$ cat config.mk
export PLATFORM = sky130hd
export DESIGN_NAME = irq_aggregator
export DESIGN_NICKNAME = d
export VERILOG_FILES = /design/src/rtl/irq_aggregator_pkg.sv /design/src/rtl/irq_aggregator_ctrl.sv /design/src/rtl/irq_aggregator_dp.sv /design/src/rtl/irq_aggregator.sv
export SDC_FILE = /design/constraint.sdc
export NUM_CORES = 1
export LEC_CHECK = 0
export ABC_AREA = 1
export BUFFER_PORTS_ARGS = -buffer_cell sky130_fd_sc_hd__buf_2
export CAP_MARGIN = 5
export CELL_PAD_IN_SITES_DETAIL_PLACEMENT = 0
export CELL_PAD_IN_SITES_GLOBAL_PLACEMENT = 2
export CORE_AREA = 3 3 40 42
export CTS_CLUSTER_SIZE = 14
export DETAILED_ROUTE_END_ITERATION = 8
export DIE_AREA = 0 0 43 45
export GPL_TIMING_DRIVEN = 0
export PLACE_DENSITY = 0.59
export SYNTH_ARGS = -nofsm -noshare
export SYNTH_HDL_FRONTEND = slang
export SYNTH_SLANG_ARGS = --single-unit
$ cat constraint.sdc
create_clock -name clk -period 0.8 [get_ports clk]
set_input_delay 0.16 -clock clk [delete_from_list [all_inputs] [get_ports clk]]
set_output_delay 0.16 -clock clk [all_outputs]
set_load 0.01 [all_outputs]
$ cat src/rtl/irq_aggregator_pkg.sv
package irq_aggregator_pkg;
  parameter int unsigned NUM_SRC = 3;
  localparam int unsigned SRC_KEY = 0;
  localparam int unsigned SRC_TMO = 1;
  localparam int unsigned SRC_GPI = 2;

  typedef struct packed {
    logic [NUM_SRC-1:0] setMask;
    logic [NUM_SRC-1:0] clrMask;
  } flagCtl_t;
endpackage

$ cat src/rtl/irq_aggregator_ctrl.sv
module irq_aggregator_ctrl
  import irq_aggregator_pkg::*;
(
  input  logic [NUM_SRC-1:0] srcEvent,
  input  logic [NUM_SRC-1:0] srcEnable,
  input  logic [NUM_SRC-1:0] srcRead,
  output flagCtl_t           flagCtl
);
  // Set has priority over clear in the datapath; an enabled event always sets.
  always_comb begin
    flagCtl.setMask = srcEnable & srcEvent;
    flagCtl.clrMask = ~srcEnable | srcRead;
  end
endmodule

$ cat src/rtl/irq_aggregator_dp.sv
module irq_aggregator_dp
  import irq_aggregator_pkg::*;
(
  input  logic               clk,
  input  logic               rstN,
  input  flagCtl_t           flagCtl,
  output logic [NUM_SRC-1:0] flagQ,
  output logic               irqQ
);
  logic [NUM_SRC-1:0] flagNext;

  generate
    for (genvar i = 0; i < NUM_SRC; i++) begin : g_flag
      always_comb begin
        flagNext[i] = flagCtl.setMask[i] | (flagQ[i] & ~flagCtl.clrMask[i]);
      end
    end
  endgenerate

  always_ff @(posedge clk) begin
    if (!rstN) begin
      flagQ <= '0;
      irqQ  <= 1'b0;
    end else begin
      flagQ <= flagNext;
      irqQ  <= |flagQ;
    end
  end
endmodule

$ cat src/rtl/irq_aggregator.sv
module irq_aggregator
  import irq_aggregator_pkg::*;
(
  input  logic               clk,
  input  logic               rstN,
  input  logic [NUM_SRC-1:0] srcEvent,
  input  logic [NUM_SRC-1:0] srcEnable,
  input  logic [NUM_SRC-1:0] srcRead,
  output logic [NUM_SRC-1:0] statusFlags,
  output logic               timeoutFlag,
  output logic               irqOut
);
  flagCtl_t flagCtl;

  irq_aggregator_ctrl u_ctrl (
    .srcEvent (srcEvent),
    .srcEnable(srcEnable),
    .srcRead  (srcRead),
    .flagCtl  (flagCtl)
  );

  irq_aggregator_dp u_dp (
    .clk    (clk),
    .rstN   (rstN),
    .flagCtl(flagCtl),
    .flagQ  (statusFlags),
    .irqQ   (irqOut)
  );

  assign timeoutFlag = statusFlags[SRC_TMO];
endmodule

==> flow_results.org <==
** Global route
- The initial antenna violation count came to 0.
- First-pass GRT wire length :: 683 um
- The via count of the first global-routing pass was 187.
- Across every metal layer, demand over resource in global routing totals 0.0541.
- Gr ovfl total :: 0
- Entering global routing, the biggest net connects 5 pins.

** Layout
- Layout overhead on the synthesized area :: 93.0%
- The finished layout holds 59 standard cells, fillers aside.
- Filler Cell Count :: 152
- The number of antenna diodes in the final layout is 0.
- Final design instance area without fill :: 343 um^2
- The net count of the finished layout is 57.
- Ratio of cells with drive above 1 in the final layout :: 0.659
- Measured on the finished design, the core utilization comes to 0.267.

** Flow run
- Max-capacitance violation count :: 0

** Placement
- Placed cells :: 53
- Routability-driven placement finished with a final weighted congestion of 0.523.
- Port buffering added 15 buffers.
- Once detailed placement completed, the half-perimeter wirelength came to 372 um.
- Once placement finished, the instance area stood at 272 um^2.

** Pwr
- Of the total power, the share spent switching nets is 0.211.
- The share of total power dissipated in sequential elements is 0.396.
- Overall power consumption after layout is estimated at 551 uW.
- Lkg Pwr :: 0.000189 uW
- The share of total power dissipated in the clock network is 0.435.
- Relative contribution of combinational cells to total power :: 0.169
- The analysis attributes to net switching a power of 116 uW.
- Worst voltage drop across the vdd grid :: 0.487 mV
- Power spread over the standard cell area amounts to 1610 nW/um^2.
- Internal power :: 435 uW

** Routing
- Aggregate routed wire length :: 473 um
- The detailed router finished its first iteration with 0 violations.
- DRC viols :: 0
- Antenna violation net count after detailed routing :: 0
- Detailed-router iteration count before antenna repair :: 1
- Detailed-route via count :: 204
- After detailed routing, the wire length on met1 is 169 um.
- Detailed-route vias per instance :: 3.46
- In the detailed route, the total length drawn on met2 is 253 um.
- Detailed-route wire length per cell :: 8.02 um
- Top metal layer carrying routed signals :: met3
- Met3 Routed Length :: 51 um

** STA
- The final hold violation count came to 0.
- Number of slew-limit violations in the final report :: 0
- The tightest hold path in the finished design has a slack of 158 ps.
- Derived from the worst setup path, the maximum achievable clock frequency is 1090 MHz.
- Clock skew on the completed layout was measured at 0.328 ps.
- Setup violation total in the final timing report :: 4
- At the pin with the least slew margin, the transition time is 116 ps.
- Post-route worst setup slack :: -117 ps
- Setup repair after global routing missed its margin :: true
- Subtracting the final worst setup slack from the clock period gives 917 ps.
- The worst pin sits at a relative slew slack of 0.923.
- Fraction of the cycle the final worst path needs :: 1.15

** Logic synthesis
- Syn. warnings :: 0
- Post-synth net total :: 34
- Synthesized instance count :: 23
- The share of the Yosys chip area taken by registers is 0.451.
- Dividing the synthesized area by the synthesized cell count gives 7.72 um^2.
- In this run, distinct cell masters in the synthesized netlist total 7.
- Synthesis inferred 4 register bits.
- Leading area contributor after synthesis :: dfxtp_1
- Yosys attributes the largest share of cell area to dfxtp_1 (45%), inv_1 (15%), a21oi_2 (15%).
- After synthesis the cells add up to 178 um^2.
- The share of synthesized area in the top cell type comes to 0.451.

** Setup path
- The critical path in this run is classified as reg2out.
- Endpoint class of the critical path :: output port
- Highest net fanout along the worst path :: 3
- Kind of start point of the critical path :: flip-flop
- Depth of the worst register-to-register path :: 3
- Worst endpoint data arrival time :: 760 ps
- STA puts the critical path data required time at 640 ps.

** Floorplanning
- CORE AREA :: 1280 um^2
- I/O pin count :: 16
- The die is 45 um tall.
- After floorplanning, the core was divided into 13 placement rows.
- Initial core utilization :: 0.138
- Die span in x :: 43 um
- The floorplan step defined a die boundary enclosing 1940 um^2.

** Clock tree
- CTS saw 4 sinks.
- At the later pin of the worst-skew pair, clock insertion delay measures 230 ps.
- In this run, CTS created clock tree buffers numbering 3.
- After clock tree synthesis, the clock-pin slew on the worst setup and hold paths is 30 ps.
- Hold repair after CTS inserted 0 buffers.
- TritonCTS built the clock tree.
- CTS built an H-tree with a depth of 1.
- Cell at the root of the clock tree :: clkbuf_4
- Maximum clock insertion buffer count :: 2

** Worst hold path
- The min-delay analysis places its worst path in the category in2reg.
- Hold path cells :: 3

** Outcome
- The final reports fail on setup timing.
- Run status :: finished, violations left
[layer usage]
layer / vias up / track usage
li1: 109 / -
met1: 86 / 0.0409
met2: 9 / 0.0868
met3: 0 / 0.0398
met4: 0 / 0.0542
met5: - / 0
[state kept, by name (all words and copies together) (netlist names)]
signal and count:
u_dp.irqQ 1, u_dp.flagQ 3
[cell usage after synthesis]
master / number
inv_1: 7
nand2_1: 6
dfxtp_1: 4
a21oi_2: 3
a21boi_2: 1
buf_4: 1
nor2_1: 1
[repair_timing]
item,in CTS,in global routing
endpoints found under the setup margin,5,5
resized for setup,7,0
pin swaps,0,0
setup buffers,3,0
[worst max-delay path, cell delays in order, from the launching register on]
cell and delay, ps:
dfxtp_2 320, buf_6 110, buf_6 110
[stage by stage]
stage          worst slack (ps)  setup TNS, ps
2_1_floorplan               112              0
3_3_place_gp               67.1              0
3_5_place_dp               63.6              0
4_1_cts                    -126           -249
5_1_grt                    -146           -342
6_report                   -117           -200
[placed cells by master, fill, tap and decap left out, drive strengths merged]
| cell type | instances |
|---|---|
| inv | 7 |
| nand2 | 6 |
| nor2 | 1 |
| a21boi | 1 |
| a21oi | 3 |
| dfxtp | 4 |
| clkbuf | 3 |
| buf | 19 |
[cell families after synthesis]
kind of cell	Yosys count	synth area share
buffers and inverters	8	0.190
flip-flops	4	0.451
AND/OR/NAND/NOR	7	0.148
AO/OA/AOI/OAI	4	0.211
[path summary, 6_finish.rpt]
| check | start | slack, ps | end |
|---|---|---|---|
| max | u_dp.flagQ[1]$_SDFF_PN0_ | -120 | statusFlags[1] |
| min | srcEnable[1] | 160 | u_dp.flagQ[1]$_SDFF_PN0_ |
| max reg2reg | u_dp.flagQ[2]$_SDFF_PN0_ | 70 | u_dp.irqQ$_SDFF_PN0_ |
| min reg2reg | u_dp.flagQ[0]$_SDFF_PN0_ | 600 | u_dp.flagQ[0]$_SDFF_PN0_ |
[final cells by class]
cell class | count | area, um^2 | area share
Buffer | 1 | 11.3 | 0.0328
Clock buffer | 3 | 22.5 | 0.0657
Inverter | 7 | 26.3 | 0.0766
Multi-Input combinational cell | 11 | 63.8 | 0.186
Sequential cell | 4 | 83.8 | 0.245
Tap cell | 15 | 18.8 | 0.0547
Timing Repair Buffer | 18 | 116 | 0.339
[power by group through the flow]
stage                     Clock (uW)  Sequential, uW  Combinational (uW)
after floorplan                    0             225                29.0
after global placement             0             219                71.9
after detailed placement           0             220                73.8
after CTS                        255             218                94.6
after global routing             266             219                 102
final                            240             218                93.4
(Power assumes the default switching activity.)
